`config.mk`:
```
export PLATFORM = sky130hd
export DESIGN_NAME = bridge_lock_ctrl
export DESIGN_NICKNAME = d
export VERILOG_FILES = /design/src/rtl/lkc_pkg.sv /design/src/rtl/lkc_admit.sv /design/src/rtl/lkc_fsm.sv /design/src/rtl/lkc_sec_drv.sv /design/src/rtl/bridge_lock_ctrl.sv
export SDC_FILE = /design/constraint.sdc
export NUM_CORES = 1
export LEC_CHECK = 0
export CAP_MARGIN = 10
export CORE_MARGIN = 1.5
export CORE_UTILIZATION = 50
export CTS_CLUSTER_DIAMETER = 40
export DETAILED_ROUTE_END_ITERATION = 8
export PLACE_DENSITY = 0.87
export SKIP_LAST_GASP = 1
export SYNTH_ARGS = -nofsm -noshare
export SYNTH_HDL_FRONTEND = slang
export SYNTH_SLANG_ARGS = --single-unit
```
`constraint.sdc`:
```
create_clock -name clk -period 5.25 [get_ports clk]
set_input_delay 0.525 -clock clk [delete_from_list [all_inputs] [get_ports clk]]
set_output_delay 0.525 -clock clk [all_outputs]
set_load 0.05 [all_outputs]
```
`src/rtl/lkc_pkg.sv`:
```
// Shared types for the downstream lock controller.
// Assumes a two-bit command code decoded upstream of this block.
package lkc_pkg;

    localparam logic [1:0] CMD_MRD = 2'b00;
    localparam logic [1:0] CMD_MWR = 2'b01;

    typedef enum logic [2:0] {
        LK_IDLE,
        LK_DRAIN,
        LK_WAITBUS,
        LK_ADDR,
        LK_HOLD,
        LK_SEC,
        LK_BOTH
    } lk_state_e;

    // True for every state between acceptance and primary-side lock.
    function automatic logic lk_pending(input lk_state_e s);
        return (s == LK_DRAIN) || (s == LK_WAITBUS) || (s == LK_ADDR) ||
               (s == LK_HOLD)  || (s == LK_SEC);
    endfunction

    // True while the secondary lock pin is being driven by this block.
    function automatic logic lk_drives_pin(input lk_state_e s);
        return (s == LK_ADDR) || (s == LK_HOLD) || (s == LK_SEC) || (s == LK_BOTH);
    endfunction

endpackage

```
`src/rtl/lkc_admit.sv`:
```
// Admission decision for primary-side requests.
// Purely combinational: answers accept, retry or data-return in the cycle
// the decoder presents the request, and derives the queue attributes.
// Assumes the captured tag holds {address, byte enables} of the opening read.
module lkc_admit
    import lkc_pkg::*;
#(
    parameter int ADDR_W = 32,
    parameter int BE_W   = 4,
    localparam int TAG_W = ADDR_W + BE_W
) (
    input  lk_state_e         state,
    input  logic              req_valid,
    input  logic              req_locked,
    input  logic [1:0]        req_cmd,
    input  logic [ADDR_W-1:0] req_addr,
    input  logic [BE_W-1:0]   req_be,
    input  logic [TAG_W-1:0]  cap_tag,
    input  logic              sec_bus_locked,
    output logic              accept,
    output logic              retry,
    output logic              data_ret,
    output logic              enq,
    output logic              enq_locked,
    output logic              post,
    output logic              prefetch,
    output logic              lock_start
);

    logic is_rd;
    logic is_wr;
    logic tag_hit;

    // Command and repeat-match decode.
    always_comb begin
        is_rd   = (req_cmd == CMD_MRD);
        is_wr   = (req_cmd == CMD_MWR);
        tag_hit = ({req_addr, req_be} == cap_tag);
    end

    // Per-state response selection.
    always_comb begin
        accept     = 1'b0;
        retry      = 1'b0;
        data_ret   = 1'b0;
        enq        = 1'b0;
        enq_locked = 1'b0;
        post       = 1'b0;
        prefetch   = 1'b0;
        lock_start = 1'b0;
        if (req_valid) begin
            case (state)
                LK_IDLE: begin
                    if (!req_locked) begin
                        accept   = 1'b1;
                        enq      = 1'b1;
                        post     = is_wr;
                        prefetch = is_rd;
                    end else if (is_rd && !sec_bus_locked) begin
                        accept     = 1'b1;
                        enq        = 1'b1;
                        enq_locked = 1'b1;
                        lock_start = 1'b1;
                    end else begin
                        retry = 1'b1;
                    end
                end
                LK_SEC: begin
                    if (req_locked && is_rd && tag_hit) data_ret = 1'b1;
                    else                                retry    = 1'b1;
                end
                LK_BOTH: begin
                    if (req_locked && (is_rd || is_wr)) begin
                        accept     = 1'b1;
                        enq        = 1'b1;
                        enq_locked = 1'b1;
                        post       = is_wr;
                    end else begin
                        retry = 1'b1;
                    end
                end
                default: retry = 1'b1;
            endcase
        end
    end

endmodule

```
`src/rtl/lkc_fsm.sv`:
```
// Lock sequence state machine.
// Tracks the locked read from acceptance through drain, bus wait, address
// phase, secondary lock, primary lock and release; captures the repeat tag.
// Assumes single-cycle strobes for grant, data transfer and timeout.
module lkc_fsm
    import lkc_pkg::*;
#(
    parameter int ADDR_W = 32,
    parameter int BE_W   = 4,
    localparam int TAG_W = ADDR_W + BE_W
) (
    input  logic              clk,
    input  logic              rst_n,
    input  logic              lock_start,
    input  logic              data_ret,
    input  logic [ADDR_W-1:0] req_addr,
    input  logic [BE_W-1:0]   req_be,
    input  logic              older_empty,
    input  logic              bus_req,
    input  logic              bus_gnt,
    input  logic              data_xfer,
    input  logic              master_timeout,
    input  logic              p_frame_n,
    input  logic              p_lock_n,
    output lk_state_e         state,
    output logic [TAG_W-1:0]  cap_tag,
    output logic              abort
);

    lk_state_e nxt;

    // Timeout only matters while the locked read is outstanding.
    always_comb abort = lk_pending(state) && master_timeout;

    // Next-state selection.
    always_comb begin
        nxt = state;
        if (abort) begin
            nxt = LK_IDLE;
        end else begin
            case (state)
                LK_IDLE:    if (lock_start)          nxt = LK_DRAIN;
                LK_DRAIN:   if (older_empty)         nxt = LK_WAITBUS;
                LK_WAITBUS: if (bus_req && bus_gnt)  nxt = LK_ADDR;
                LK_ADDR:                             nxt = LK_HOLD;
                LK_HOLD:    if (data_xfer)           nxt = LK_SEC;
                LK_SEC:     if (data_ret)            nxt = LK_BOTH;
                LK_BOTH:    if (p_frame_n && p_lock_n) nxt = LK_IDLE;
                default:                             nxt = LK_IDLE;
            endcase
        end
    end

    // State register.
    always_ff @(posedge clk) begin
        if (!rst_n) state <= LK_IDLE;
        else        state <= nxt;
    end

    // Capture address and byte enables of the opening locked read.
    always_ff @(posedge clk) begin
        if (!rst_n)          cap_tag <= '0;
        else if (lock_start) cap_tag <= {req_addr, req_be};
    end

endmodule

```
`src/rtl/lkc_sec_drv.sv`:
```
// Secondary-side pin control and status outputs.
// Requests the secondary bus only when it is idle and unlocked, drives the
// lock pin high in the address phase and low afterwards, and registers the
// system-error pulse on a discard.
// Assumes the bus interface gates s_lock_n_out with s_lock_oe.
module lkc_sec_drv
    import lkc_pkg::*;
(
    input  logic      clk,
    input  logic      rst_n,
    input  lk_state_e state,
    input  logic      s_lock_n_in,
    input  logic      s_bus_idle,
    input  logic      abort,
    input  logic      serr_en,
    output logic      s_req,
    output logic      s_addr_phase,
    output logic      s_lock_oe,
    output logic      s_lock_n_out,
    output logic      sec_est,
    output logic      pri_est,
    output logic      serr_n
);

    // Pin and flag decode from the sequence state.
    always_comb begin
        s_req        = (state == LK_WAITBUS) && s_lock_n_in && s_bus_idle;
        s_addr_phase = (state == LK_ADDR);
        s_lock_oe    = lk_drives_pin(state);
        s_lock_n_out = !(lk_drives_pin(state) && (state != LK_ADDR));
        sec_est      = (state == LK_SEC) || (state == LK_BOTH);
        pri_est      = (state == LK_BOTH);
    end

    // One-cycle system-error report following a discard.
    always_ff @(posedge clk) begin
        if (!rst_n) serr_n <= 1'b1;
        else        serr_n <= !(abort && serr_en);
    end

endmodule

```
`src/rtl/bridge_lock_ctrl.sv`:
```
// Downstream lock controller for a two-port bridge.
// Ties admission, the sequence state machine and the secondary pin driver
// together. Assumes requests are decoded one per cycle by the primary target.
module bridge_lock_ctrl
    import lkc_pkg::*;
#(
    parameter int ADDR_W = 32,
    parameter int BE_W   = 4
) (
    input  logic              clk,
    input  logic              rst_n,
    input  logic              p_req_valid,
    input  logic              p_req_locked,
    input  logic [1:0]        p_req_cmd,
    input  logic [ADDR_W-1:0] p_addr,
    input  logic [BE_W-1:0]   p_be,
    input  logic              p_frame_n,
    input  logic              p_lock_n,
    output logic              p_accept,
    output logic              p_retry,
    output logic              p_data_ret,
    output logic              q_enq,
    output logic              q_enq_locked,
    output logic              q_post,
    output logic              q_prefetch,
    input  logic              q_older_empty,
    output logic              q_discard,
    input  logic              s_up_lock_req,
    output logic              s_up_lock_retry,
    input  logic              s_lock_n_in,
    input  logic              s_bus_idle,
    input  logic              s_gnt,
    input  logic              s_data_xfer,
    output logic              s_req,
    output logic              s_addr_phase,
    output logic              s_lock_oe,
    output logic              s_lock_n_out,
    input  logic              master_timeout,
    input  logic              serr_en,
    output logic              serr_n,
    output logic              lock_sec_est,
    output logic              lock_pri_est
);

    localparam int TAG_W = ADDR_W + BE_W;

    lk_state_e        state;
    logic [TAG_W-1:0] cap_tag;
    logic             lock_start;
    logic             abort;

    // Upstream locked requests are never forwarded.
    always_comb s_up_lock_retry = s_up_lock_req;

    // Discard the queued read whenever the sequence aborts.
    always_comb q_discard = abort;

    lkc_admit #(.ADDR_W(ADDR_W), .BE_W(BE_W)) u_admit (
        .state          (state),
        .req_valid      (p_req_valid),
        .req_locked     (p_req_locked),
        .req_cmd        (p_req_cmd),
        .req_addr       (p_addr),
        .req_be         (p_be),
        .cap_tag        (cap_tag),
        .sec_bus_locked (!s_lock_n_in),
        .accept         (p_accept),
        .retry          (p_retry),
        .data_ret       (p_data_ret),
        .enq            (q_enq),
        .enq_locked     (q_enq_locked),
        .post           (q_post),
        .prefetch       (q_prefetch),
        .lock_start     (lock_start)
    );

    lkc_fsm #(.ADDR_W(ADDR_W), .BE_W(BE_W)) u_fsm (
        .clk            (clk),
        .rst_n          (rst_n),
        .lock_start     (lock_start),
        .data_ret       (p_data_ret),
        .req_addr       (p_addr),
        .req_be         (p_be),
        .older_empty    (q_older_empty),
        .bus_req        (s_req),
        .bus_gnt        (s_gnt),
        .data_xfer      (s_data_xfer),
        .master_timeout (master_timeout),
        .p_frame_n      (p_frame_n),
        .p_lock_n       (p_lock_n),
        .state          (state),
        .cap_tag        (cap_tag),
        .abort          (abort)
    );

    lkc_sec_drv u_sec (
        .clk          (clk),
        .rst_n        (rst_n),
        .state        (state),
        .s_lock_n_in  (s_lock_n_in),
        .s_bus_idle   (s_bus_idle),
        .abort        (abort),
        .serr_en      (serr_en),
        .s_req        (s_req),
        .s_addr_phase (s_addr_phase),
        .s_lock_oe    (s_lock_oe),
        .s_lock_n_out (s_lock_n_out),
        .sec_est      (lock_sec_est),
        .pri_est      (lock_pri_est),
        .serr_n       (serr_n)
    );

endmodule

```
---- After elaboration in Yosys (flattened, before gate mapping) ----
Cells that the tools add are included.
word-level totals
  flip-flop bits (word level) ............. 40
  output and inout port bits .............. 16
  bits of input ports ..................... 52
  logic and storage cells ................. 78
operators by class
  eq/ne operators ......................... 15
  bitwise logic cells ..................... 1
  reduce and logical (&&, ||, !) cells .... 26
  mux-type cells .......................... 33
operator list
  kind                                                 number
  equality test 36 bit                                 1
  2-to-1 mux 1 bit                                     22
  one-hot mux 3 bit (7 select lines)                   1
  2-to-1 mux 3 bit                                     6
  logical AND 1 bit                                    11
  != test 2 bit, second input constant                 5
  equality test 3 bit, second input constant           3
  logical OR 1 bit                                     9
  equality test 3 x 2 -> 1 bit, second input constant  2
  one-hot mux 1 bit (2 select lines)                   3
  AND reduction 6 bit                                  1
  equality test 3 x 1 -> 1 bit, second input constant  1
  logical NOT 3 bit                                    1
  != test 3 x 2 -> 1 bit, second input constant        1
  one-hot mux 1 bit (3 select lines)                   1
  equality test 2 x 1 -> 1 bit, second input constant  1
  logical NOT 1 bit                                    2
  logical NOT 2 bit                                    1
  != test 2 x 1 -> 1 bit, second input constant        1
  OR reduction 2 bit                                   1
  inverter 1 bit                                       1

---- Depth between registers and ports, before layout ----
  word-level depth ........................ 8
  gate-level depth with buffers ........... 7
  mapped depth without buffers ............ 6

---- Hierarchy ----
Synthesis repeated with hierarchy kept, for this count alone.
unflattened totals
  cells, all modules ...................... 243
  area, all modules ....................... 2240.9 µm²
modules (own cells, without submodules)
  module            area each (µm²)  cells each  instances  seq. area each (µm²)
  lkc_fsm           1590.3           149         1          780.7
  lkc_admit         556.8            81          1          0.0
  lkc_sec_drv       82.6             11          1          20.0
  bridge_lock_ctrl  11.3             2           1          0.0

---- Worst setup path after synthesis ----
OpenSTA, ideal clock, no wires.
  path kind ............................... input to output
  from .................................... input p_req_cmd[1]
  to ...................................... output p_data_ret
  slack ................................... 1847 ps
  stages .................................. 4
  required time ........................... 4725 ps
  buffers on the path ..................... 0
  data arrival time ....................... 2878 ps
  cells stage by stage .................... and2b_2 nand4b_1 or4_4 nor4_1
between the ends
  word-level cells in the longest chain between the ends .. 6
ends and longest elaborated chain
  element                          RTL line                source
  start: declaration               bridge_lock_ctrl.sv:14  input logic [1:0] p_req_cmd,
  logical NOT 2 bit                lkc_admit.sv:36         is_rd = (req_cmd == CMD_MRD);
  logical AND 1 bit (2 in series)  lkc_admit.sv:69         if (req_locked && is_rd && tag_hit) data_ret = 1'b1;
  2-to-1 mux 1 bit                 lkc_admit.sv:69
  2-to-1 mux 1 bit                 lkc_admit.sv:52         case (state)
  2-to-1 mux 1 bit                 lkc_admit.sv:51         if (req_valid) begin
  end: declaration                 bridge_lock_ctrl.sv:21  output logic p_data_ret,
No other way between the ends.

---- Worst setup path after layout ----
  from .................................... input p_req_locked
  to ...................................... output p_data_ret
between the ends
  word-level cells in the longest chain between the ends .. 5
ends and longest elaborated chain
  element                          RTL line                source
  start: declaration               bridge_lock_ctrl.sv:13  input logic p_req_locked,
  logical AND 1 bit (2 in series)  lkc_admit.sv:69
  2-to-1 mux 1 bit                 lkc_admit.sv:69
  2-to-1 mux 1 bit                 lkc_admit.sv:52
  2-to-1 mux 1 bit                 lkc_admit.sv:51
No other way between the ends.

==> flow_summary.yaml <==
outcome:
  status: "finished, final reports clean"
placement:
  dp_hpwl_um: 3540
  dp.cells: 367
  port-buffer-count: 65
  pre_cts_ws_ns: 1.40
  gp_congestion: 0.797
synthesis:
  ys_types: 39
  yosysWarnings: 0
  synth_seq_cells: 40
  synth_nets: 319
  synthCells: 267
  synthesis.area_um2: 2180
  async_reset_ff_share_pct: 0
  synth_ff_type: "dfxtp_1"
  synth_edf_count: 0
  ys_seq_area_share_pct: 36.7
  syn_avg_cell_area_um2: 8.17
sta:
  fmax_mhz: 279
  fin_ws_ns: 1.67
  rsz0062_at_grt: "false"
  fin_crit_sh_pct: 68.2
  slew_headroom_pct: 27.7
  maxSlewViolCount: 0
  finalHoldViolCount: 0
  timing.hold.ws_ns: 0.468
  period_minus_slack_ns: 3.58
  setup_tns_ns: 0
  tightest_slew_ns: 1.08
  finClkSkew_ns: 0.0106
  setup_viol: 0
setup_path:
  regToRegSetupSlack_ns: 3.09
  r2r_end: "u_fsm.state[0]"
  crit_type: "in2out"
  cp_max_fo: 5
  crit_path_end_kind: "primary output"
  cp_data_arrival_time_ns: 3.06
  start_kind: "primary input"
  r2r-start: "u_fsm.state[2]"
  reg2reg_depth: 6
  cp_data_required_time_ns: 4.72
drt:
  avgRoutedWirePerCell_um: 13.1
  routed_wirelength_um: 4940
  ant_nets: 0
  vias: 1940
  dr.pass1.iters: 4
  drc_errors: 0
  viasPerCell: 5.16
  drtIter0Drc: 140
cts:
  cts.clk_slew.worst_paths_ns: 0.07
  htreeDepth: 2
  clock-root-buffer: "clkbuf_8"
  cts_resized: 0
  clk-insertion-delay-late_ns: 0.29
  clock_sinks: 40
  post_cts_buffers: 0
  cts_max_path_buffers: 2
  cts_hold_buffers: 0
  cts_tree: "done"
  cts-buffers-inserted: 5
floorplanning:
  die_area_um2: 4770
  rows: 23
  core_um2: 4090
  io_pins: 68
  start_util_pct: 53.4
  die_width_um: 69.0
  die_h_um: 69.0
cells_and_area:
  syn_to_final_growth_pct: 34.2
  fin_util_pct: 71.6
  layout-drive-gt1-share_pct: 5.21
  layout_commonest_cell: "nand2_1"
  nets: 377
  final_cell_mix: "nand2_1 (81), clkdlybuf4s50_1 (65), dfxtp_1 (40), xor2_1 (32), a21boi_0 (31)"
  stdcell_count: 376
  n_antenna_cell: 0
grt:
  grt-ovfl-total: 0
  grt_pass1_vias: 1738
  grt_first_pass_wirelength_um: 7870
  track_usage_pct: 20.1
  grt_max_degree: 39
  antenna_found_initial: 0
run:
  maxCapViolCount: 0
pwr:
  p_leak_nw: 1.10
  combPwrFrac_pct: 26.8
  irDropWorstVdd_uv: 188
  pwr-share-clk_pct: 28.1
  power.density_nw_per_um2: 250
  power_frac_seq_pct: 45.1
  p_sw_share_pct: 29.6
  p_switching_uw: 217
  power.internal_uw: 515
min_path:
  min_to: "u_fsm.cap_tag[17]"
  hold_start: "u_fsm.cap_tag[17]"
  worstHoldPathCells: 2
  hp-class: "reg2reg"
## Yosys cell counts, types with 2 or more instances
library cell | instances | area [um^2]
nor3b_1 | 3 | 22.5
nand3_1 | 4 | 20.0
inv_1 | 4 | 15.0
or3_1 | 2 | 12.5
clkbuf_1 | 4 | 15.0
a21boi_0 | 31 | 233
xnor2_1 | 4 | 35.0
o21ai_0 | 4 | 20.0
a21oi_1 | 5 | 25.0
a21boi_1 | 5 | 37.5
nor4_1 | 8 | 50.1
nand2_1 | 81 | 304
xor2_1 | 32 | 280
buf_6 | 2 | 22.5
buf_2 | 7 | 35.0
nor2_1 | 2 | 7.51
buf_4 | 2 | 15.0
dfxtp_1 | 40 | 801
nor3_1 | 5 | 25.0
nand4_1 | 3 | 18.8
## final cells by class
class | instances | area, um^2
tap | 50 | 62.6
clock buffer | 8 | 90.1
sequential | 40 | 801
inverter | 4 | 15.0
multi-input combinational | 207 | 1270
fill | 334 | 1160
timing repair buffer | 67 | 686
## registers in the layout (all words and copies together), names as in the netlist
signal	cells
u_fsm.cap_tag	36
u_fsm.state	3
u_sec.serr_n	1
## stage by stage
stage               total power [mW]  cell area (um^2)
global placement               0.528              2810
global route                   0.768              2930
CTS                            0.736              2900
finish                         0.732              2930
floorplan                      0.464              2180
detailed placement             0.531              2810
## how the worst max path moves through the flow
stage	from	to	slack (ns)	cells after the start
after floorplan	p_req_cmd[1]	p_data_ret	1.85	4
after global placement	p_req_valid	q_enq_locked	1.48	6
after detailed placement	p_req_valid	q_enq_locked	1.40	6
after CTS	u_fsm.state[2]	q_enq_locked	1.39	4
after global routing	p_req_locked	p_data_ret	1.61	6
final	p_req_locked	p_data_ret	1.67	6
## power groups by stage
stage	Clock [mW]	Combinational, mW	Sequential, mW
6_report	0.205	0.197	0.330
4_1_cts	0.211	0.196	0.329
5_1_grt	0.226	0.211	0.332
3_5_place_dp	0	0.194	0.337
3_3_place_gp	0	0.192	0.336
2_1_floorplan	0	0.135	0.329
## cell families (layout without fill, tap and decap cells)
kind of cell              Yosys count  in the layout  synth area share [%]
xor gates and xnor gates           36             36                  14.5
AOI/OAI and AO/OA                  49             49                  17.0
and+or+nand+nor                   121            121                  26.4
buffers and inverters              20             79                  4.93
DFF                                40             40                  36.7
muxes                               1              1                 0.459
## critical path, stage by stage
cell	delay, ns
clkdlybuf4s50_1	0.56
and2b_2	0.20
nand4b_1	0.10
or4_4	0.53
nor4_1	0.27
clkdlybuf4s50_1	0.87
## layer usage
metal	wire (um)	vias to the layer above	track usage, %
li1	-	1005	-
met1	2120	868	24.7
met2	2470	53	34.1
met3	218	14	4.24
met4	135	0	8.50
met5	0	-	0
(Power assumes the default switching activity.)
